===== config.mk =====
export PLATFORM = sky130hd
export DESIGN_NAME = eth_rx_addr_filter
export DESIGN_NICKNAME = d
export VERILOG_FILES = /design/src/rtl/afl_pkg.sv /design/src/rtl/afl_cfg_bank.sv /design/src/rtl/afl_crc_hash.sv /design/src/rtl/afl_perfect_match.sv /design/src/rtl/eth_rx_addr_filter.sv
export SDC_FILE = /design/constraint.sdc
export NUM_CORES = 2
export LEC_CHECK = 0
export BUFFER_PORTS_ARGS = -buffer_cell sky130_fd_sc_hd__buf_2
export CAP_MARGIN = 10
export CORE_UTILIZATION = 35
export CTS_CLUSTER_DIAMETER = 80
export DETAILED_ROUTE_END_ITERATION = 8
export PLACE_DENSITY = 0.48
export SKIP_LAST_GASP = 1
export SYNTH_ARGS = -nofsm -noshare
export SYNTH_HDL_FRONTEND = slang
export SYNTH_HIERARCHICAL = 1
export SYNTH_SLANG_ARGS = --single-unit

===== constraint.sdc =====
create_clock -name clk -period 58.8 [get_ports clk]
set_input_delay 2.94 -clock clk [delete_from_list [all_inputs] [get_ports clk]]
set_output_delay 2.94 -clock clk [all_outputs]
set_load 0.1 [all_outputs]

===== src/rtl/afl_pkg.sv =====
package afl_pkg;

  localparam int CFG_DW      = 32;
  localparam int REG_MODE    = 0;
  localparam int REG_HASH_LO = 1;
  localparam int REG_HASH_HI = 2;
  localparam int REG_PM_BASE = 16;
  localparam logic [31:0] CRC_POLY = 32'hEDB8_8320;

  typedef struct packed {
    logic bcast_blk;
    logic recv_all;
    logic hash_en;
    logic all_group;
    logic promisc;
  } mode_t;

  localparam int MODE_W = $bits(mode_t);

  // One byte of the reflected CRC, least significant bit first.
  function automatic logic [31:0] crc_step(input logic [31:0] c, input logic [7:0] b);
    logic [31:0] r;
    r = c;
    for (int j = 0; j < 8; j++) begin
      if (r[0] ^ b[j]) r = (r >> 1) ^ CRC_POLY;
      else             r = r >> 1;
    end
    return r;
  endfunction

endpackage


===== src/rtl/afl_cfg_bank.sv =====
module afl_cfg_bank
  import afl_pkg::*;
#(
  parameter int NUM_PM = 16,
  parameter int CFG_AW = 7
) (
  input  logic                    clk,
  input  logic                    rst_n,
  input  logic                    wr_en,
  input  logic [CFG_AW-1:0]       wr_addr,
  input  logic [CFG_DW-1:0]       wr_data,
  input  logic                    load,
  output mode_t                   act_mode,
  output logic [63:0]             act_hash,
  output logic [NUM_PM-1:0][47:0] act_pm_addr,
  output logic [NUM_PM-1:0]       act_pm_en
);

  localparam logic [CFG_AW-1:0] A_MODE = CFG_AW'(REG_MODE);
  localparam logic [CFG_AW-1:0] A_HLO  = CFG_AW'(REG_HASH_LO);
  localparam logic [CFG_AW-1:0] A_HHI  = CFG_AW'(REG_HASH_HI);

  mode_t       sh_mode;
  logic [31:0] sh_hash_lo;
  logic [31:0] sh_hash_hi;

  logic sel_mode, sel_hlo, sel_hhi;

  always_comb begin
    sel_mode = wr_en && (wr_addr == A_MODE);
    sel_hlo  = wr_en && (wr_addr == A_HLO);
    sel_hhi  = wr_en && (wr_addr == A_HHI);
  end

  always_ff @(posedge clk or negedge rst_n) begin
    if (!rst_n)        sh_mode <= '0;
    else if (sel_mode) sh_mode <= mode_t'(wr_data[MODE_W-1:0]);
  end

  always_ff @(posedge clk or negedge rst_n) begin
    if (!rst_n)       sh_hash_lo <= '0;
    else if (sel_hlo) sh_hash_lo <= wr_data;
  end

  always_ff @(posedge clk or negedge rst_n) begin
    if (!rst_n)       sh_hash_hi <= '0;
    else if (sel_hhi) sh_hash_hi <= wr_data;
  end

  always_ff @(posedge clk or negedge rst_n) begin
    if (!rst_n) begin
      act_mode <= '0;
      act_hash <= '0;
    end else if (load) begin
      act_mode <= sh_mode;
      act_hash <= {sh_hash_hi, sh_hash_lo};
    end
  end

  for (genvar i = 0; i < NUM_PM; i++) begin : g_entry
    localparam logic [CFG_AW-1:0] A_LO = CFG_AW'(REG_PM_BASE + 2*i);
    localparam logic [CFG_AW-1:0] A_HI = CFG_AW'(REG_PM_BASE + 2*i + 1);

    logic [47:0] sh_addr;
    logic        sh_en;
    logic        sel_lo, sel_hi;

    always_comb begin
      sel_lo = wr_en && (wr_addr == A_LO);
      sel_hi = wr_en && (wr_addr == A_HI);
    end

    always_ff @(posedge clk or negedge rst_n) begin
      if (!rst_n)      sh_addr[31:0] <= '0;
      else if (sel_lo) sh_addr[31:0] <= wr_data;
    end

    always_ff @(posedge clk or negedge rst_n) begin
      if (!rst_n) begin
        sh_addr[47:32] <= '0;
        sh_en          <= 1'b0;
      end else if (sel_hi) begin
        sh_addr[47:32] <= wr_data[15:0];
        sh_en          <= wr_data[31];
      end
    end

    always_ff @(posedge clk or negedge rst_n) begin
      if (!rst_n) begin
        act_pm_addr[i] <= '0;
        act_pm_en[i]   <= 1'b0;
      end else if (load) begin
        act_pm_addr[i] <= sh_addr;
        act_pm_en[i]   <= sh_en;
      end
    end
  end

endmodule


===== src/rtl/afl_crc_hash.sv =====
module afl_crc_hash
  import afl_pkg::*;
(
  input  logic       clk,
  input  logic       rst_n,
  input  logic       beat,
  input  logic       first,
  input  logic [7:0] din,
  output logic [5:0] idx_now
);

  logic [31:0] crc_q;
  logic [31:0] crc_nxt;
  logic [31:0] crc_base;

  always_comb begin
    crc_base = first ? 32'hFFFF_FFFF : crc_q;
    crc_nxt  = crc_step(crc_base, din);
    for (int j = 0; j < 6; j++) begin
      idx_now[5-j] = ~crc_nxt[j];
    end
  end

  always_ff @(posedge clk or negedge rst_n) begin
    if (!rst_n)    crc_q <= 32'hFFFF_FFFF;
    else if (beat) crc_q <= crc_nxt;
  end

endmodule


===== src/rtl/afl_perfect_match.sv =====
module afl_perfect_match #(
  parameter int NUM_PM = 16
) (
  input  logic [47:0]             da,
  input  logic [NUM_PM-1:0][47:0] pm_addr,
  input  logic [NUM_PM-1:0]       pm_en,
  output logic                    hit
);

  logic [NUM_PM-1:0] eq;

  for (genvar i = 0; i < NUM_PM; i++) begin : g_cmp
    assign eq[i] = pm_en[i] && (pm_addr[i] == da);
  end

  assign hit = |eq;

endmodule


===== src/rtl/eth_rx_addr_filter.sv =====
module eth_rx_addr_filter
  import afl_pkg::*;
#(
  parameter int NUM_PM = 16,
  parameter int CFG_AW = 7
) (
  input  logic              clk,
  input  logic              rst_n,
  input  logic              rx_valid,
  input  logic              rx_sof,
  input  logic [7:0]        rx_byte,
  input  logic              cfg_wr_en,
  input  logic [CFG_AW-1:0] cfg_addr,
  input  logic [31:0]       cfg_wdata,
  output logic              flt_done,
  output logic              flt_pass
);

  localparam int BYTES    = 6;
  localparam int CNT_W    = $clog2(BYTES + 1);
  localparam int STORED_W = 8 * (BYTES - 1);

  // Reset: asserted asynchronously, released on the clock.
  logic rst_meta, rst_sync_n;
  always_ff @(posedge clk or negedge rst_n) begin
    if (!rst_n) begin
      rst_meta   <= 1'b0;
      rst_sync_n <= 1'b0;
    end else begin
      rst_meta   <= 1'b1;
      rst_sync_n <= rst_meta;
    end
  end

  // Configuration
  mode_t                   act_mode;
  logic [63:0]             act_hash;
  logic [NUM_PM-1:0][47:0] act_pm_addr;
  logic [NUM_PM-1:0]       act_pm_en;
  logic                    beat_first;

  afl_cfg_bank #(.NUM_PM(NUM_PM), .CFG_AW(CFG_AW)) u_cfg (
    .clk         (clk),
    .rst_n       (rst_sync_n),
    .wr_en       (cfg_wr_en),
    .wr_addr     (cfg_addr),
    .wr_data     (cfg_wdata),
    .load        (beat_first),
    .act_mode    (act_mode),
    .act_hash    (act_hash),
    .act_pm_addr (act_pm_addr),
    .act_pm_en   (act_pm_en)
  );

  // Address collection
  logic [CNT_W-1:0]    cnt_q, cnt_nxt;
  logic [STORED_W-1:0] da_q, da_nxt;
  logic                beat_more, beat_any, beat_last;
  logic [CNT_W-1:0]    byte_idx;

  always_comb begin
    beat_first = rx_valid && rx_sof;
    beat_more  = rx_valid && !rx_sof && (cnt_q != '0);
    beat_any   = beat_first || beat_more;
    byte_idx   = beat_first ? '0 : cnt_q;
    beat_last  = beat_more && (cnt_q == CNT_W'(BYTES - 1));

    cnt_nxt = cnt_q;
    if (beat_last)     cnt_nxt = '0;
    else if (beat_any) cnt_nxt = byte_idx + 1'b1;

    da_nxt = da_q;
    for (int k = 0; k < BYTES - 1; k++) begin
      if (beat_any && (byte_idx == CNT_W'(k))) da_nxt[8*k +: 8] = rx_byte;
    end
  end

  always_ff @(posedge clk or negedge rst_sync_n) begin
    if (!rst_sync_n) begin
      cnt_q <= '0;
      da_q  <= '0;
    end else begin
      cnt_q <= cnt_nxt;
      da_q  <= da_nxt;
    end
  end

  // Hash index
  logic [5:0] hash_idx;

  afl_crc_hash u_crc (
    .clk     (clk),
    .rst_n   (rst_sync_n),
    .beat    (beat_any),
    .first   (beat_first),
    .din     (rx_byte),
    .idx_now (hash_idx)
  );

  // Exact match
  logic [47:0] da_full;
  logic        pm_hit;

  assign da_full = {rx_byte, da_q};

  afl_perfect_match #(.NUM_PM(NUM_PM)) u_pm (
    .da      (da_full),
    .pm_addr (act_pm_addr),
    .pm_en   (act_pm_en),
    .hit     (pm_hit)
  );

  // Verdict
  logic is_group, is_bcast, hash_bit, pass_nxt;
  logic done_d, pass_d;

  always_comb begin
    is_group = da_full[0];
    is_bcast = &da_full;
    hash_bit = act_hash[hash_idx];
    if (act_mode.recv_all || act_mode.promisc) pass_nxt = 1'b1;
    else if (is_bcast)                         pass_nxt = !act_mode.bcast_blk;
    else if (is_group)                         pass_nxt = act_mode.all_group ||
                                                          (act_mode.hash_en && hash_bit);
    else                                       pass_nxt = pm_hit;
    done_d = beat_last;
    pass_d = beat_last && pass_nxt;
  end

  always_ff @(posedge clk or negedge rst_sync_n) begin
    if (!rst_sync_n) begin
      flt_done <= 1'b0;
      flt_pass <= 1'b0;
    end else begin
      flt_done <= done_d;
      flt_pass <= pass_d;
    end
  end

endmodule


Yosys cells after proc, flatten, opt, wreduce, memory -nomap -nowiden --
Cells that the tools add are included.
Word-level totals: bits in registers 1785, input port bits 52, output and inout bits 2, word-level logic and storage cells 273
Operators by class: $add $sub $neg 1, magnitude comparators 1, eq/ne operators 55, mux-type cells 17, bitwise operators 22, reduce and logical (&&, ||, !) cells 73
Operator list (number):
- equality test 48 bit | 16
- two-way mux 32 bit | 9
- equality test 7 x 5 -> 1 bit (second input constant) | 16
- equality test 7 x 6 -> 1 bit (second input constant) | 16
- inverter 13 -> 14 bit | 8
- logical AND 1 bit | 62
- AND reduction 48 bit | 1
- OR reduction 16 bit | 1
- two-way mux 3 bit | 3
- XOR 1 bit | 8
- equality test 7 x 1 -> 1 bit (second input constant) | 1
- equality test 7 x 2 -> 1 bit (second input constant) | 1
- zero test 7 bit | 1
- < comparator 6 x 7 -> 1 bit (second input constant) | 1
- binary-select mux 1 bit (select 6 bit) | 1
- equality test 3 x 2 -> 1 bit (second input constant) | 2
- equality test 3 bit (second input constant) | 2
- inverter 1 bit | 6
- two-way mux 1 bit | 4
- adder 3 x 1 -> 3 bit (second input constant) | 1
- equality test 3 x 1 -> 1 bit (second input constant) | 1
- zero test 3 bit | 1
- logical OR 1 bit | 3
- nonzero test 3 bit | 1
- other kinds (2) | 3

Longest topological paths before layout --
depth after elaboration 27, depth in mapped cells 15, depth with buffers taken out 11

Modules after synthesis --
The synthesis kept the hierarchy.
By module, submodules not included:
- afl_cfg_bank | times used 1, cells an instance 3712, area each 63448.4 µm², sequential area each 42690.9 µm²
- afl_perfect_match | times used 1, cells an instance 1177, area each 9334.0 µm², sequential area each 0.0 µm²
- eth_rx_addr_filter | times used 1, cells an instance 191, area each 2532.4 µm², sequential area each 1176.1 µm²
- afl_crc_hash | times used 1, cells an instance 222, area each 2257.2 µm², sequential area each 840.8 µm²

Worst setup path before layout --
OpenSTA, ideal clock, no wires.
path kind input-to-reg, from in rx_valid, to reg flt_pass, setup time 0.132 ns, arrival 5.582 ns, required time 58.668 ns, slack 53.086 ns, stages 13, path buffers 2, cell sequence nand2_1 inv_1 clkbuf_8 nor2_2 xnor2_4 xnor2_1 xnor2_1 buf_6 mux4_1 mux2_2 a221o_1 a32oi_1 o211ai_1
Between the ends: cells in the longest elaborated chain, start to end 22, elaborated cells between the ends (all ways) 43, those cells by class 14 x mux; 22 x bitwise; 7 x reduce/logical
RTL lines:
- start, declared | line eth_rx_addr_filter.sv:9 | input logic rx_valid,
- logical AND 1 bit * | line eth_rx_addr_filter.sv:62 | beat_first = rx_valid && rx_sof;
- named net beat_first | line eth_rx_addr_filter.sv:40 | logic beat_first;
- two-way mux 32 bit * | line afl_crc_hash.sv:17 | crc_base = first ? 32'hFFFF_FFFF : crc_q;
- two-way mux 32 bit * (3 in a row) | line afl_pkg.sv:25 | if (r[0] ^ b[j]) r = (r >> 1) ^ CRC_POLY;
- XOR 1 bit or inverter 13 -> 14 bit (tied branches)
- two-way mux 32 bit * | line afl_pkg.sv:25
- inverter 13 -> 14 bit (no source line)
- two-way mux 32 bit * (3 in a row) | line afl_pkg.sv:25
- [3 not listed]
- named net hash_idx[0] | line eth_rx_addr_filter.sv:89 | logic [5:0] hash_idx;
- [1 not listed]
- two-way mux 1 bit (not written as such) * | line eth_rx_addr_filter.sv:120 | hash_bit = act_hash[hash_idx];
- logical AND 1 bit * | line eth_rx_addr_filter.sv:124 | (act_mode.hash_en && hash_bit);
- logical OR 1 bit * | line eth_rx_addr_filter.sv:123 | else if (is_group) pass_nxt = act_mode.all_group ||
- two-way mux 1 bit * | line eth_rx_addr_filter.sv:123
- two-way mux 1 bit * | line eth_rx_addr_filter.sv:122 | else if (is_bcast) pass_nxt = !act_mode.bcast_blk;
- two-way mux 1 bit * | line eth_rx_addr_filter.sv:121 | if (act_mode.recv_all || act_mode.promisc) pass_nxt = 1'b1;
- logical AND 1 bit * | line eth_rx_addr_filter.sv:127 | pass_d = beat_last && pass_nxt;
- named net pass_d | line eth_rx_addr_filter.sv:115 | logic done_d, pass_d;
- end signal, assigned | line eth_rx_addr_filter.sv:136 | flt_pass <= pass_d;
- end, declared | line eth_rx_addr_filter.sv:16 | output logic flt_pass
Mark *: on every way through the listed nets, which the timed path passes. The select of a mux whose other input is x is not followed. A chain may end at the register's enable or synchronous reset.

Worst setup path after layout --
from in rx_valid, to reg u_cfg/act_pm_addr[450] (netlist name)
Between the ends: cells in the longest elaborated chain, start to end 1
RTL lines:
- logical AND 1 bit | line eth_rx_addr_filter.sv:62
- named net beat_first | line eth_rx_addr_filter.sv:40
- end signal, assigned by index | line afl_cfg_bank.sv:93 | act_pm_addr[i] <= sh_addr;
- end, declared | line afl_cfg_bank.sv:15 | output logic [NUM_PM-1:0][47:0] act_pm_addr,
The timed path passes the listed nets, and every way through them passes these cells.

==> impl_metrics.tcl <==
set metrics [dict create \
    outcome "finished, final reports clean" \
    synthesis.instances 5302 \
    clk_pin_slew_worst_paths_ps 60 \
    netSwitchingPower_w 0.00128 \
    fmaxAchievable_ghz 0.141 \
    pwr_density_cell_nw_per_um2 43.6 \
    hpwl_um 147000 \
    swShare 0.336 \
    placement.io_buffers 53 \
    starting_density_of_the_core 0.353 \
    synth_top_cell_by_area "dfrtp_1" \
    cts_hold_buf 0 \
    path_class "input pin to register" \
    cts_setup_buffers 0 \
    cellInternalPower_w 0.00253 \
    worst_r2r_startpoint "rst_sync_n" \
    die-area_sq_um 224000 \
    place.gp.congestion 0.778 \
    layout-drive-gt1-share 0.430 \
    static-leakage-power_nw 41.2 \
    final_min_period_over_clock_period 0.121 \
    grt.total_usage 0.235 \
    critical_path.reg2reg.endpoint "u_cfg/act_pm_addr[391]" \
    routed_wirelength_um 260000 \
    holdCritStartpoint "rst_meta" \
    drtPass1Iterations 6 \
    floorplan.die.width_um 473 \
    netlist_area_sq_um 77600 \
    ctsRootBufferMaster "clkbuf_16" \
    tightestPinTransition_ps 1300 \
    synth_flop_cell "dfrtp_1" \
    final_antenna_net_count 0 \
    timing.max_cap.violations 0 \
    layout-area-overhead-vs-synth_pct 12.7 \
    grt_max_degree 179 \
    hold-path-endpoint "rst_sync_n" \
    grt_antenna_before_repair 50 \
    die_h_um 473 \
    startpoint_type_of_the_worst_setup_path "input pin" \
    synth-warning-count 6 \
    placedCellCount 8092 \
    setup_viol_count_final 0 \
    post_layout_nonfiller_instances 8472 \
    num_io_pins 54 \
    ys_types 73 \
    synthesis.area_per_instance_sq_um 14.6 \
    final-max-slew-violation-count 0 \
    finalNetCount 5392 \
    timing.hold.worst_path_depth 0 \
    crit_arrival_ps 7820 \
    numClockSinks 1785 \
    detail_route.vias_per_cell 5.19 \
    cts.repair.resized 0 \
    crit_required_ps 59500 \
    avgRoutedWirePerCell_um 30.7 \
    grt_pass1_wl_um 367000 \
    cp-startpoint "rx_valid" \
    rsz0062_at_grt "false" \
    synth-async-reset-ratio 1.00 \
    num_vias 43994 \
    clock_power_share 0.331 \
    design.core.area_sq_um 220000 \
    maximum_resistive_drop_on_vdd_uv 36.4 \
    tritoncts "built" \
    finalClockSkew_ps 34.2 \
    setup_tns_ps 0 \
    htreeDepth 4 \
    tritoncts.num_buffers 199 \
    post_dp_cell_area_sq_um 80800 \
    drc 0 \
    combinational_power_share 0.257 \
    layout.cell_area.non_filler_sq_um 87400 \
    power.sequential.fraction 0.412 \
    synth_area_leaders "dfrtp_1 57%, mux2_2 25%, xnor2_1 5.8%" \
    initial_drc_count 3089 \
    synthDominantCellAreaShare 0.566 \
    timing.hold.worst.class "register to register" \
    overflow 0 \
    synth_seq_cells 1785 \
    period_needed_ps 7110 \
    vias_in_the_first_global_route 45635 \
    synth_enable_flop_cells 0 \
    critPathCaptureType "register" \
    synth.yosys.seq_area_share 0.576 \
    clk-insertion-delay-late_ps 860 \
    placement_rows 172 \
    worst_r2r_path_depth 5 \
    setup.reg_to_reg.worst_slack_ps 53910 \
    clock_path_buffers 3 \
    maxSlewHeadroom 0.124 \
    timing.final.hold_violations 0 \
    critical_path_peak_fanout 136 \
    mappedNetlistNets 5359 \
]
## cells by family (layout without fill, tap and decap cells)
logic type	count (synthesis)	in the layout	share of synthesized area
flip-flops	1785	1785	0.576
adder cells (fa/ha/maj)	5	5	0.000806
buffers and inverters	412	604	0.0285
XOR/XNOR	803	803	0.0926
multiplexers	1780	1780	0.261
other	1	21	0.0000483
AO/OA/AOI/OAI	100	100	0.00890
AND/OR/NAND/NOR	416	416	0.0323
## critical path, cell delays in order
cell and delay [ps]:
buf_2 120, nand2_1 230, inv_8 530, buf_4 820, buf_4 840, buf_12 630
buf_4 880, mux2_2 420
## synthesized netlist by cell type, drive strengths merged, types with 2 or more instances
| cell | n |
|---|---|
| xor2 | 273 |
| nor4b | 6 |
| nand4 | 151 |
| xnor3 | 4 |
| a2111oi | 2 |
| xnor2 | 526 |
| mux2i | 8 |
| mux4 | 14 |
| buf | 211 |
| and4 | 2 |
| nand4b | 4 |
| o21ai | 6 |
| a221o | 3 |
| a221oi | 8 |
| nand3 | 17 |
| clkbuf | 151 |
| nor4bb | 4 |
| nor4 | 92 |
| mux2 | 1758 |
| o211ai | 3 |
| a21o | 3 |
| o22ai | 17 |
| a31oi | 2 |
| nand2 | 37 |
| a21oi | 29 |
| nor2 | 73 |
| dfrtp | 1753 |
| o2bb2ai | 7 |
| a22oi | 7 |
| nor2b | 3 |
| nor3 | 17 |
| a222oi | 3 |
| dfstp | 32 |
| and4bb | 5 |
| inv | 50 |
| ha | 5 |
| o221ai | 4 |
## stage by stage
step,hold slack (ps),util,total power (W),setup WS (ps)
2_1_floorplan,331,-,0.00217,5410
3_3_place_gp,341,0.367,0.00257,50820
3_5_place_dp,340,0.367,0.00258,50890
4_1_cts,356,0.397,0.00385,51770
5_1_grt,368,0.397,0.00396,51520
6_report,355,0.398,0.00381,51690
## layout make-up
class | instances | area (sq um)
tap | 2958 | 3700
multi-input combinational | 3105 | 30700
fill | 20722 | 133000
inverter | 50 | 195
antenna | 20 | 50.0
clock buffer | 321 | 6130
timing repair buffer | 194 | 1400
clock inverter | 39 | 458
sequential | 1785 | 44800
## how the worst max path moves through the flow
stage                                        end  slack [ps]  cells past startpoint
final                     u_cfg/act_pm_addr[450]       51690                      8
after detailed placement  u_cfg/act_pm_addr[450]       50890                      8
after CTS                 u_cfg/act_pm_addr[450]       51770                      8
after floorplan                         cnt_q[0]        5410                      0
after global routing      u_cfg/act_pm_addr[450]       51520                      8
after global placement    u_cfg/act_pm_addr[616]       50820                      8
## flip-flops by register name, summed over array words and instances (netlist names)
| register | cells |
|---|---|
| u_cfg/act_hash | 64 |
| u_cfg/act_pm_addr | 768 |
| u_crc/crc_q | 32 |
| cnt_q | 3 |
| u_cfg/sh_mode | 5 |
| u_cfg/g_entry.sh_en | 16 |
| u_cfg/sh_hash_hi | 32 |
| flt_pass | 1 |
| u_cfg/g_entry.sh_addr | 768 |
| u_cfg/sh_hash_lo | 32 |
| u_cfg/act_mode | 5 |
| da_q | 40 |
| rst_meta | 1 |
| u_cfg/act_pm_en | 16 |
| rst_sync_n | 1 |
| flt_done | 1 |
## routing by layer
layer	share of wire	vias up	GRT usage
li1	-	18713	-
met1	0.46	23957	0.330
met2	0.48	1026	0.383
met3	0.044	298	0.0296
met4	0.023	0	0.0585
met5	0	-	0
## power groups by stage
stage / registers [W] / clock network, W / logic, W
2_1_floorplan: 0.00148 / 0 / 0.000690
3_3_place_gp: 0.00159 / 0 / 0.000981
3_5_place_dp: 0.00159 / 0 / 0.000984
4_1_cts: 0.00157 / 0.00129 / 0.000988
5_1_grt: 0.00159 / 0.00134 / 0.00104
6_report: 0.00157 / 0.00126 / 0.000979
## cell usage in the layout (no fill, tap or decap), drive strengths merged, types with 20 or more instances in the layout
cell type	count
a21oi	29
buf	194
clkbuf	321
clkinv	24
dfrtp	1753
dfstp	32
diode	20
inv	56
mux2	1758
nand2	37
nand4	151
nor2	73
nor4	92
xnor2	526
xor2	273
Note: power is estimated with default switching activity, not from simulation.
